`config.mk`:
```
export PLATFORM = sky130hd
export DESIGN_NAME = otp_prog_seq
export DESIGN_NICKNAME = d
export VERILOG_FILES = /design/src/rtl/otp_prog_pkg.sv /design/src/rtl/otp_wait_timer.sv /design/src/rtl/otp_step_ctr.sv /design/src/rtl/otp_prog_seq.sv
export SDC_FILE = /design/constraint.sdc
export NUM_CORES = 1
export LEC_CHECK = 0
export BUFFER_PORTS_ARGS = -buffer_cell sky130_fd_sc_hd__buf_2
export CAP_MARGIN = 0
export CORE_MARGIN = 4
export CORE_UTILIZATION = 45
export DETAILED_ROUTE_END_ITERATION = 6
export GPL_ROUTABILITY_DRIVEN = 0
export HOLD_SLACK_MARGIN = 0.03
export PLACE_DENSITY = 0.69
export SYNTH_ARGS = -nofsm -noshare
export SYNTH_HDL_FRONTEND = slang
export SYNTH_SLANG_ARGS = --single-unit
export TNS_END_PERCENT = 1
```
`constraint.sdc`:
```
create_clock -name clk -period 3.4 [get_ports clk]
set_input_delay 0.17 -clock clk [delete_from_list [all_inputs] [get_ports clk]]
set_output_delay 0.17 -clock clk [all_outputs]
set_load 0.005 [all_outputs]
```
`src/rtl/otp_prog_pkg.sv`:
```
package otp_prog_pkg;

    typedef enum logic [3:0] {
        ST_IDLE,
        ST_SETTLE,
        ST_LOAD,
        ST_SETUP,
        ST_PULSE,
        ST_HOLD,
        ST_RECOVER,
        ST_CHECK,
        ST_FV_SETTLE,
        ST_FV_READ,
        ST_FV_GAP,
        ST_DONE
    } seq_state_e;

    typedef struct packed {
        logic ce_n;
        logic oe_n;
        logic hv_en;
        logic supply_hi;
        logic dout_en;
    } pins_t;

    // Target pin levels as a pure function of the sequencer state.
    function automatic pins_t pins_of(seq_state_e s);
        pins_t p;
        p = '{ce_n: 1'b1, oe_n: 1'b1, hv_en: 1'b0, supply_hi: 1'b0, dout_en: 1'b0};
        case (s)
            ST_SETTLE, ST_LOAD, ST_RECOVER: p.supply_hi = 1'b1;
            ST_SETUP, ST_HOLD: begin
                p.supply_hi = 1'b1;
                p.hv_en     = 1'b1;
                p.dout_en   = 1'b1;
            end
            ST_PULSE: begin
                p.supply_hi = 1'b1;
                p.hv_en     = 1'b1;
                p.dout_en   = 1'b1;
                p.ce_n      = 1'b0;
            end
            ST_CHECK: begin
                p.supply_hi = 1'b1;
                p.ce_n      = 1'b0;
                p.oe_n      = 1'b0;
            end
            ST_FV_READ: begin
                p.ce_n = 1'b0;
                p.oe_n = 1'b0;
            end
            default: ;
        endcase
        return p;
    endfunction

endpackage

```
`src/rtl/otp_wait_timer.sv`:
```
module otp_wait_timer #(
    parameter int unsigned W = 4
) (
    input  logic         clk,
    input  logic         rst,
    input  logic         load,
    input  logic [W-1:0] val,
    output logic         zero
);
    logic [W-1:0] cnt_q;

    always_ff @(posedge clk) begin
        if (rst)
            cnt_q <= '0;
        else if (load)
            cnt_q <= val;
        else if (cnt_q != '0)
            cnt_q <= cnt_q - 1'b1;
    end

    assign zero = (cnt_q == '0);
endmodule

```
`src/rtl/otp_step_ctr.sv`:
```
module otp_step_ctr #(
    parameter int unsigned W = 4
) (
    input  logic         clk,
    input  logic         rst,
    input  logic         clr,
    input  logic         inc,
    output logic [W-1:0] q
);
    always_ff @(posedge clk) begin
        if (rst || clr)
            q <= '0;
        else if (inc)
            q <= q + 1'b1;
    end
endmodule

```
`src/rtl/otp_prog_seq.sv`:
```
module otp_prog_seq
    import otp_prog_pkg::*;
#(
    parameter int unsigned ADDR_W      = 4,
    parameter int unsigned DATA_W      = 8,
    parameter int unsigned MAX_PULSES  = 25,
    parameter int unsigned PW_SHORT    = 2,
    parameter int unsigned PW_LONG     = 6,
    parameter int unsigned SETUP_CYC   = 2,
    parameter int unsigned HOLD_CYC    = 2,
    parameter int unsigned RECOVER_CYC = 3,
    parameter int unsigned VERIFY_CYC  = 2,
    parameter int unsigned SETTLE_CYC  = 4,
    localparam int unsigned CNT_W      = $clog2(MAX_PULSES + 1)
) (
    input  logic              clk,
    input  logic              rst,
    input  logic              start,
    input  logic              pulse_long,
    output logic              done,
    output logic              pass,
    output logic              fail,
    output logic [ADDR_W-1:0] fail_addr,
    output logic [CNT_W-1:0]  fail_pulses,
    output logic [ADDR_W-1:0] src_addr,
    input  logic [DATA_W-1:0] src_data,
    output logic [ADDR_W-1:0] tgt_addr,
    output logic [DATA_W-1:0] tgt_dout,
    output logic              tgt_dout_en,
    input  logic [DATA_W-1:0] tgt_din,
    output logic              tgt_ce_n,
    output logic              tgt_oe_n,
    output logic              tgt_hv_en,
    output logic              tgt_supply_hi
);
    localparam int unsigned LAST_ADDR = (1 << ADDR_W) - 1;
    localparam int unsigned TMR_W = $clog2(PW_LONG + PW_SHORT + SETUP_CYC + HOLD_CYC
                                           + RECOVER_CYC + VERIFY_CYC + SETTLE_CYC + 1);

    seq_state_e        state_q, state_d;
    logic [ADDR_W-1:0] addr_q;
    logic [CNT_W-1:0]  cnt_q;
    logic [DATA_W-1:0] word_q;
    logic              long_q;

    logic              addr_clr, addr_inc, cnt_clr, cnt_inc;
    logic              accept, load_word, set_pass, set_fail;
    logic [CNT_W-1:0]  rep_cnt_d;
    logic              tmr_zero, tmr_load;
    logic [TMR_W-1:0]  tmr_val;

    logic              pass_q, fail_q;
    logic [ADDR_W-1:0] rep_addr_q;
    logic [CNT_W-1:0]  rep_cnt_q;
    pins_t             pins;

    // Residence time of each state, minus one, as loaded into the timer.
    function automatic logic [TMR_W-1:0] stay_of(seq_state_e s, logic lng);
        int unsigned n;
        case (s)
            ST_SETTLE, ST_FV_SETTLE: n = SETTLE_CYC;
            ST_SETUP:                n = SETUP_CYC;
            ST_PULSE:                n = lng ? PW_LONG : PW_SHORT;
            ST_HOLD:                 n = HOLD_CYC;
            ST_RECOVER:              n = RECOVER_CYC;
            ST_CHECK, ST_FV_READ:    n = VERIFY_CYC;
            default:                 n = 1;
        endcase
        return TMR_W'(n - 1);
    endfunction

    otp_step_ctr #(.W(ADDR_W)) u_addr (
        .clk (clk), .rst (rst), .clr (addr_clr), .inc (addr_inc), .q (addr_q)
    );

    otp_step_ctr #(.W(CNT_W)) u_pulses (
        .clk (clk), .rst (rst), .clr (cnt_clr), .inc (cnt_inc), .q (cnt_q)
    );

    otp_wait_timer #(.W(TMR_W)) u_timer (
        .clk (clk), .rst (rst), .load (tmr_load), .val (tmr_val), .zero (tmr_zero)
    );

    logic at_last, word_match, word_ones, src_ones, cnt_full, final_match;
    assign at_last     = (addr_q == ADDR_W'(LAST_ADDR));
    assign word_match  = (tgt_din == word_q);
    assign word_ones   = &word_q;
    assign src_ones    = &src_data;
    assign cnt_full    = (cnt_q == CNT_W'(MAX_PULSES));
    assign final_match = (tgt_din == src_data);

    always_comb begin
        state_d   = state_q;
        addr_clr  = 1'b0;
        addr_inc  = 1'b0;
        cnt_clr   = 1'b0;
        cnt_inc   = 1'b0;
        accept    = 1'b0;
        load_word = 1'b0;
        set_pass  = 1'b0;
        set_fail  = 1'b0;
        rep_cnt_d = '0;
        case (state_q)
            ST_IDLE: if (start) begin
                accept   = 1'b1;
                addr_clr = 1'b1;
                cnt_clr  = 1'b1;
                state_d  = ST_SETTLE;
            end
            ST_SETTLE:  if (tmr_zero) state_d = ST_LOAD;
            ST_LOAD: begin
                load_word = 1'b1;
                state_d   = src_ones ? ST_CHECK : ST_SETUP;
            end
            ST_SETUP:   if (tmr_zero) state_d = ST_PULSE;
            ST_PULSE: if (tmr_zero) begin
                cnt_inc = 1'b1;
                state_d = ST_HOLD;
            end
            ST_HOLD:    if (tmr_zero) state_d = ST_RECOVER;
            ST_RECOVER: if (tmr_zero) state_d = ST_CHECK;
            ST_CHECK: if (tmr_zero) begin
                if (word_match) begin
                    cnt_clr = 1'b1;
                    if (at_last) begin
                        addr_clr = 1'b1;
                        state_d  = ST_FV_SETTLE;
                    end else begin
                        addr_inc = 1'b1;
                        state_d  = ST_LOAD;
                    end
                end else if (word_ones || cnt_full) begin
                    set_fail  = 1'b1;
                    rep_cnt_d = cnt_q;
                    state_d   = ST_DONE;
                end else begin
                    state_d = ST_SETUP;
                end
            end
            ST_FV_SETTLE: if (tmr_zero) state_d = ST_FV_READ;
            ST_FV_READ: if (tmr_zero) begin
                if (final_match) begin
                    state_d = ST_FV_GAP;
                end else begin
                    set_fail = 1'b1;
                    state_d  = ST_DONE;
                end
            end
            ST_FV_GAP: begin
                if (at_last) begin
                    set_pass = 1'b1;
                    state_d  = ST_DONE;
                end else begin
                    addr_inc = 1'b1;
                    state_d  = ST_FV_READ;
                end
            end
            ST_DONE:    if (!start) state_d = ST_IDLE;
            default:    state_d = ST_IDLE;
        endcase
    end

    assign tmr_load = (state_d != state_q);
    assign tmr_val  = stay_of(state_d, long_q);

    always_ff @(posedge clk) begin
        if (rst) begin
            state_q    <= ST_IDLE;
            word_q     <= '1;
            long_q     <= 1'b0;
            pass_q     <= 1'b0;
            fail_q     <= 1'b0;
            rep_addr_q <= '0;
            rep_cnt_q  <= '0;
        end else begin
            state_q <= state_d;
            if (load_word)
                word_q <= src_data;
            if (accept) begin
                long_q     <= pulse_long;
                pass_q     <= 1'b0;
                fail_q     <= 1'b0;
                rep_addr_q <= '0;
                rep_cnt_q  <= '0;
            end
            if (set_pass)
                pass_q <= 1'b1;
            if (set_fail) begin
                fail_q     <= 1'b1;
                rep_addr_q <= addr_q;
                rep_cnt_q  <= rep_cnt_d;
            end
        end
    end

    assign pins          = pins_of(state_q);
    assign tgt_ce_n      = pins.ce_n;
    assign tgt_oe_n      = pins.oe_n;
    assign tgt_hv_en     = pins.hv_en;
    assign tgt_supply_hi = pins.supply_hi;
    assign tgt_dout_en   = pins.dout_en;
    assign tgt_dout      = word_q;
    assign tgt_addr      = addr_q;
    assign src_addr      = addr_q;

    assign done        = (state_q == ST_DONE);
    assign pass        = pass_q;
    assign fail        = fail_q;
    assign fail_addr   = rep_addr_q;
    assign fail_pulses = rep_cnt_q;
endmodule

```
==> run metrics, run 1 <==
clk_lat worst skew 0.28 ns; sequential share of the synthesized area 33.3%; CP endpoint kind register; hold_sp pulse_long; GR Overflow Total 0; ys flop type dfxtp_1; syn_area_per_cell 8.01 sq um; CTS tree done; RSZ-0062 raised after global routing no; pre-CTS WS 0.400 ns; met2 Use GR 28.7%; async set or reset register ratio after synthesis 0%; core box area 4820 sq um; 1st-iter DRT viols 83; CTS Buffer Depth 2; Ports 53; CP Class register to register; first-pass GRT wire length 8720 um; clock sinks 38; busiest layer in global routing met2; Filler cells 503; initial core utilization 47.4%; Syn Inst Count 285; Vias/cell 5.36; non-filler instance count after layout 400; number of synthesized flops with an enable pin 0; vias in the first global route 1929; number of core rows 25; clk slew on worst S/H paths 0.08 ns; share of cells above drive strength 1 23.1%; synth top area cells dfxtp_1, xnor2_1, nor2_1, nand2_1, nand3b_1; run status completed; antenna viol nets, final 0; leakage 1.11 nW; Critical Path RT 3.62 ns; Setup Buffers After CTS 0; Synth Net Count 309; largest net degree at the start of global routing 30; maximum clock rate 333 MHz; Worst Path Max Fanout 17; die height 79.2 um; origin of the critical flop-to-flop path state_q[3]; final setup margin 0.399 ns; hpwl dp 4100 um; # H-tree levels 2; drt drc 0; Syn Std Cell Area 2280 sq um; GRT met1 Usage 22.1%; Final Hold Fails 0; post-synth top area share 33.3%; dpl cells 392; Synth Register Bits 38; total track usage 17.1%; Die ar. 6280 sq um; post-DR wirelength/cell 13.5 um; CTS buffer count 5; area grow syn2layout 16.7%; drt first pass iters 4; Worst Setup SP state_q[3]; Vias 2145; Util after Layout 55.3%; Final nets 356; Slew headroom 54.4%; Worst-Margin Slew 0.684 ns; Max-cap violations 0; Tightest Hold Check Type input pin to register; final slew viol count 0; antenna fix cells 0; Power Density 613 nW/um^2; final wirelength 5380 um; Synth warnings 0; worst vdd ir 0.409 mV; clk root buf clkbuf_8; period utilization 88.3%; final setup violation count 0; crit start category register; IO buf count 52; grt met3 use 4.31%; min cycle time layout 3.00 ns; TNS Setup 0 ns; cell taking the most area after synthesis dfxtp_1; arrival time worst endpoint 3.22 ns; Die X-Extent 79.2 um; Distinct cells, synth 54; Fin Clk Skew 0.00700 ns; antenna violations before repair 0
cell usage after synthesis, types with 2 or more instances:
cell	count
nor2_1	40
dfxtp_1	38
nand2_1	33
xnor2_1	19
a21oi_1	16
nand3b_1	15
nand4_1	13
o21ai_0	10
nand3_1	7
a22oi_1	6
clkbuf_1	6
mux2i_1	6
buf_2	5
buf_4	5
xor2_1	5
ha_1	4
inv_1	4
nand2b_1	4
and3_1	3
and4_1	3
nor2b_1	3
o21ai_1	3
a21o_1	2
nor3_1	2
nor4_1	2
o211ai_1	2
or2_2	2
final cells by class:
type | instances | area (sq um) | share of cell area (%)
timing repair buffer | 58 | 305 | 11.5
inverter | 4 | 15.0 | 0.563
multi-input combinational | 225 | 1410 | 52.8
clock buffer | 7 | 86.3 | 3.24
sequential | 38 | 762 | 28.6
clock inverter | 1 | 5.00 | 0.188
tap | 67 | 83.8 | 3.15
cells by family after synthesis:
logic type               count (synthesis)  share of synthesized area (%)
buffers and inverters                   22                           5.04
AO/OA/AOI/OAI                           55                           16.3
adder cells (fa/ha/maj)                  4                           2.19
multiplexers                             6                           2.63
XOR/XNOR                                24                           9.21
flip-flops                              38                           33.3
AND/OR/NAND/NOR                        136                           31.3
worst max-delay path: stages (launching register included):
cell and delay, ns:
dfxtp_1 0.47, nand2b_1 0.27, nor2_2 0.24, nand4_1 0.26, o21ai_0 0.28, nor2_1 0.11
a21oi_1 0.14, o21ai_0 0.08, mux2i_1 0.14, ha_1 0.23, inv_1 0.09, or3_1 0.32
xnor2_1 0.14, nand2_1 0.06, o21ai_1 0.10
per-layer routing:
| metal | vias up | wire length, um |
|---|---|---|
| li1 | 1105 | - |
| met1 | 989 | 2580 |
| met2 | 45 | 2520 |
| met3 | 6 | 246 |
| met4 | 0 | 38 |
| met5 | - | 0 |
report_power, final:
group / switching [W] / internal, W / total [W]
logic: 0.000428 / 0.000323 / 0.000751
registers: 0.0000655 / 0.000501 / 0.000566
clock network: 0.000153 / 0.000164 / 0.000316
total: 0.000646 / 0.000988 / 0.00163
final timing paths:
path                                         end  slack [ns]  cells after the start
worst min-delay path                      long_q        0.11                      3
worst min register to register      fail_addr[2]        0.49                      2
worst max register to register  u_timer.cnt_q[4]        0.40                     14
worst max-delay path            u_timer.cnt_q[4]        0.40                     14
through the flow:
stage	hold WS [ns]	total power (W)	cell area, sq um
2_1_floorplan	0.294	0.00114	2280
3_3_place_gp	0.413	0.00132	2570
3_5_place_dp	0.412	0.00132	2570
4_1_cts	0.115	0.00164	2660
5_1_grt	0.135	0.00176	2670
6_report	0.113	0.00163	2670
what timing repair did:
item / CTS / global route
setup endpoints to repair: 0 / 1
hold buffers: 0 / 0
resized for setup: 0 / 1
cells in the final DEF, fill, tap and decap left out, types with 7 or more instances in the layout:
master,netlist,layout
nor2_1,40,40
nand3b_1,15,15
xnor2_1,19,19
nand2_1,33,33
o21ai_0,10,10
a21oi_1,16,16
dfxtp_1,38,37
nand3_1,7,7
nand4_1,13,13
buf_2,5,52
sequential cells by signal, summed over array words and instances (netlist names):
signal / cells
u_addr.q: 4
u_pulses.q: 5
fail_pulses: 5
pass: 1
state_q: 4
fail: 1
fail_addr: 4
tgt_dout: 8
long_q: 1
u_timer.cnt_q: 5
No activity file was read; power rests on OpenSTA's default activity.
==> run 2: changes to the inputs <==
Settings changed: BUFFER_PORTS_ARGS -buffer_cell sky130_fd_sc_hd__buf_2 to unset, DONT_BUFFER_PORTS set to 1, PLACE_DENSITY 0.69 to unset.
==> run 2 against run 1 <==
Compared with the run above:
- total power shrank 3.1%
- flip-flop and latch count is the same
- largest power group unchanged
- critical path depth shrank 1
- global-route usage grew 2.4 points
==> run metrics, run 2 (synthesis gave the netlist of run 1 again) <==
most common cell after layout, fill and taps aside nor2_1; area grow syn2layout 9.59%; Crit path max-delay family simple AND/OR/NAND/NOR gates; CP Class register to register; number of core rows 25; worst vdd ir 0.358 mV; Die X-Extent 79.2 um; GR Overflow Total 0; Final Hold Fails 0; Ports 53; vias in the first global route 2024; clk_lat worst skew 0.29 ns; final wirelength 5700 um; net load switching power 0.000642 W; IO buf count 0; initial core utilization 47.4%; Buf+Inv Stages, Crit Path 2; Slew headroom 35.7%; die height 79.2 um; drt first pass iters 4; internal power 0.000941 W; clock sinks 38; run status completed; first-pass GRT wire length 9790 um; max reg flops 8; CTS Buffer Depth 2; Worst Path Max Fanout 10; Switching Fraction 40.6%; CTS tree done; Die ar. 6280 sq um; # H-tree levels 2; final setup violation count 0; Vias 2042; RSZ-0062 raised after global routing no; commonest cells after routing, fill and taps aside nor2_1, dfxtp_1, nand2_1; TNS Setup 0 ns; Setup Buffers After CTS 0; Worst-Margin Slew 0.961 ns; antenna violations before repair 0; crit start category register; Final nets 315; Critical Path Max Stage Delay 0.43 ns; leakage 0.929 nW; sequential share of power 35.9%; maximum clock rate 329 MHz; Tightest Hold Check Type input pin to register; non-filler instance count after layout 358; dpl cells 341; Critical Path RT 3.62 ns; CP endpoint kind register; CTS buffer count 5; clk slew on worst S/H paths 0.07 ns; 1st-iter DRT viols 129; crit-path cells or3_4 -> nor2_8 -> nor3_1 -> a221oi_2 -> a311oi_2 -> buf_4 -> a22oi_1 -> ha_1 -> inv_1 -> or3_1 -> xnor2_1 -> nand2_1 -> o21ai_1; post-DR wirelength/cell 15.9 um; final slew viol count 0; hpwl dp 4160 um; Clk pwr share 18.6%; Max-cap violations 0; Power Density 633 nW/um^2; slowest CP cell or3_4; clk root buf clkbuf_8; total track usage 19.5%; core box area 4820 sq um; Vias/cell 5.70; share of cells above drive strength 1 9.62%; Fin Clk Skew 0.00251 ns; arrival time worst endpoint 3.26 ns; antenna fix cells 0; period utilization 89.3%; largest net degree at the start of global routing 26; min cycle time layout 3.04 ns; antenna viol nets, final 0; Logic pwr share 45.4%; drt drc 0
[run 2: changes by cell type in the layout (fill, tap and decap cells not counted), sizes merged]
| cell | delta |
|---|---|
| dlygate4sd3 | +10 |
| buf | -51 |
| clkbuf | -2 |
| clkinv | +1 |
[run 2: stage by stage]
stage          utilization, %  setup slack (ns)  total power (W)  hold slack, ns  cell area, sq um
2_1_floorplan               -             0.628          0.00114           0.294              2280
3_3_place_gp             48.2             0.437          0.00127           0.246              2320
3_5_place_dp             48.2             0.292          0.00128           0.247              2320
4_1_cts                  51.9             0.270          0.00160          0.0635              2500
5_1_grt                  51.9            0.0911          0.00171          0.0839              2500
6_report                 51.9             0.363          0.00158          0.0718              2500
[run 2: power groups by stage]
| stage | logic, W | registers, W | clock network [W] |
|---|---|---|---|
| 6_report | 0.000719 | 0.000569 | 0.000295 |
| 5_1_grt | 0.000801 | 0.000579 | 0.000331 |
| 4_1_cts | 0.000721 | 0.000568 | 0.000309 |
| 3_5_place_dp | 0.000704 | 0.000578 | 0 |
| 3_3_place_gp | 0.000691 | 0.000578 | 0 |
| 2_1_floorplan | 0.000591 | 0.000550 | 0 |
[run 2: cell type report]
cell class / count / area [sq um]
Clock inverter: 2 / 10.0
Sequential cell: 38 / 764
Fill cell: 483 / 2310
Multi-Input combinational cell: 225 / 1410
Inverter: 4 / 15.0
Clock buffer: 5 / 68.8
Timing Repair Buffer: 17 / 153
Tap cell: 67 / 83.8
[run 2: worst min-delay path: cells and delay by family]
kind / cells / cell delay, ns
AO/OA/AOI/OAI: 2 / 0.12
AND/OR/NAND/NOR: 1 / 0.03
[run 2: what timing repair did]
action | 4_1_cts | 5_1_grt
resized for setup | 0 | 4
hold buffers | 10 | 0
endpoints found under the setup margin | 0 | 1
endpoints found under the hold margin | 25 | 0
[run 2: metal layers]
layer  share of wire, %  up-vias  track usage, %
li1                   -     1023               -
met1                 44      945            25.4
met5                  0        -               0
met4                1.2        0            5.84
met2                 45       67            31.3
met3                9.0        7            5.44
[run 2: path summary, 6_finish.rpt]
| check | start | to | slack (ns) | cells after the start |
|---|---|---|---|---|
| setup / recovery | u_timer.cnt_q[0] | u_timer.cnt_q[4] | 0.36 | 13 |
| hold / removal | rst | u_timer.cnt_q[4] | 0.07 | 3 |
| setup reg to reg | u_timer.cnt_q[0] | u_timer.cnt_q[4] | 0.36 | 13 |
| hold reg to reg | long_q | long_q | 0.51 | 2 |
==> run 3: changes to the inputs <==
Settings changed: ABC_AREA set to 1.
==> run 3 against run 2 <==
Compared with the run above:
- die area grew 4.0%
- sequential share of layout area shrank 1.6 points
- final cell count up 23%
- global-route usage decreased by 0.40 points
- critical endpoint is now u_timer.cnt_q[2]
==> run metrics, run 3 <==
1st-iter DRT viols 96; die height 80.8 um; worst vdd ir 0.292 mV; Setup Buffers After CTS 0; CTS Buffer Depth 2; Die ar. 6530 sq um; total power 0.00180 W; Vias/cell 4.97; clock sinks 38; drt drc 0; final slew viol count 0; antenna viol nets, final 0; Max-cap violations 0; IO buf count 0; Final nets 392; Synth Register Bits 38; maximum clock rate 386 MHz; final setup violation count 0; CTS buffer count 5; core box area 5110 sq um; clk root buf clkbuf_8; Fin Clk Skew 0.00682 ns; Ports 53; async set or reset register ratio after synthesis 0%; number of synthesized flops with an enable pin 0; WL met2 2610 um; share of cells above drive strength 1 11.9%; Critical Path RT 3.64 ns; most common cell in the netlist nand2_1; Vias 2181; Syn Std Cell Area 2380 sq um; Util after Layout 51.4%; DRT met1 WL 2620 um; clk slew on worst S/H paths 0.08 ns; cell taking the most area after synthesis dfxtp_1; CP endpoint kind register; post-DR wirelength/cell 13.1 um; Syn Inst Count 360; top sig layer met4; min cycle time layout 2.59 ns; Tightest Hold Check Type input pin to register; antenna violations before repair 0; commonest cells after routing, fill and taps aside nand2_1, inv_1, dfxtp_1; final setup margin 0.812 ns; total track usage 19.1%; leakage 1.22 nW; Final Hold Fails 0; Synth warnings 0; max reg flops 8; area grow syn2layout 10.0%; Power Density 686 nW/um^2; arrival time worst endpoint 2.83 ns; Synth Net Count 384; hpwl dp 4440 um; synth top area cells dfxtp_1, nand2_1, inv_1, nor2_1, a21oi_1; first-pass GRT wire length 9650 um; RSZ-0062 raised after global routing no; final wirelength 5760 um; CP Class register to register; post-synth top area share 31.9%; clk_lat worst skew 0.30 ns; vias in the first global route 2144; sequential share of the synthesized area 31.9%; synth cell count leaders nand2_1, inv_1, dfxtp_1, nor2_1, a21oi_1; Worst-Margin Slew 0.726 ns; CTS tree done; # H-tree levels 2; GR Overflow Total 0; syn_area_per_cell 6.62 sq um; crit start category register; Die X-Extent 80.8 um; largest net degree at the start of global routing 17; ys flop type dfxtp_1; WL met3 448 um; most common cell after layout, fill and taps aside nand2_1; antenna fix cells 0; period utilization 76.1%; Worst Path Max Fanout 16; Slew headroom 51.1%; Distinct cells, synth 41; TNS Setup 0 ns; number of core rows 26; drt first pass iters 4; initial core utilization 46.7%; run status completed; pre-CTS WS 0.890 ns
run 3: cell types whose count changed in the layout (fill, tap and decap cells not counted), moves of 6 or more:
| cell | before | now |
|---|---|---|
| inv_1 | 4 | 43 |
| a22oi_1 | 6 | 0 |
| mux2i_1 | 6 | 0 |
| nand3b_1 | 15 | 0 |
| nand2_1 | 33 | 104 |
| nand4_1 | 13 | 5 |
| buf_4 | 7 | 0 |
| xnor2_1 | 19 | 11 |
| nor2_2 | 1 | 8 |
| a21oi_1 | 16 | 25 |
| nor2_1 | 40 | 34 |
| inv_2 | 0 | 7 |
| nand3_1 | 7 | 19 |
run 3: cells by family (layout without fill, tap and decap cells):
kind of cell,Yosys count,count (layout),share of synthesized area [%]
fa+ha+maj,4,4,2.10
compound gates,51,51,13.1
buf+inv,59,68,10.3
flops,38,38,31.9
simple gates,195,195,37.8
xor+xnor,13,13,4.77
run 3: area by class of cell:
cell class,count,area (sq um)
tap,70,87.6
inverter,51,193
sequential,38,761
multi-input combinational,263,1380
clock inverter,3,45.0
fill,517,2480
timing repair buffer,9,90.1
clock buffer,5,68.8
run 3: what timing repair did:
item | 4_1_cts | 5_1_grt
endpoints found under the setup margin | 0 | 0
endpoints found under the hold margin | 19 | 0
hold buffers | 9 | 0
gates resized for setup | 0 | 0
run 3: where the power goes:
group	total, W	leakage (nW)	internal [W]	switching (W)
Combinational	0.000851	0.858	0.000307	0.000544
Sequential	0.000555	0.308	0.000500	0.0000550
Clock	0.000395	0.0504	0.000218	0.000177
run 3: worst max-delay path, stage by stage, from the launching register on:
cell      delay (ns)
dfxtp_1         0.39
nor2_1          0.27
inv_2           0.12
nor2_4          0.32
nand3b_2        0.13
nand2_1         0.09
nor2_2          0.06
nand3_1         0.11
nand2_1         0.07
inv_2           0.04
nor2_1          0.03
nand2_1         0.07
nand3_1         0.07
nand2_1         0.12
nand2_4         0.06
ha_1            0.23
or2_1           0.23
a21oi_1         0.11
run 3: metal layers:
layer  track usage, %  vias to the layer above
met1             23.1                      956
met4             6.93                        0
met2             31.8                       58
met3             6.10                        8
met5                0                        -
li1                 -                     1159
run 3: metrics by stage:
step / hold slack, ns / area (sq um) / instances
2_1_floorplan: 0.239 / 2380 / 360
3_3_place_gp: 0.245 / 2420 / 422
3_5_place_dp: 0.244 / 2420 / 422
4_1_cts: 0.0634 / 2620 / 439
5_1_grt: 0.0884 / 2620 / 439
6_report: 0.0606 / 2620 / 439
run 3: final timing paths:
check	from	endpoint	slack (ns)	cells past startpoint
worst max register to register	state_q[3]	u_timer.cnt_q[2]	0.81	17
worst min register to register	long_q	long_q	0.45	2
worst min-delay path	pulse_long	long_q	0.06	2
worst max-delay path	state_q[3]	u_timer.cnt_q[2]	0.81	17
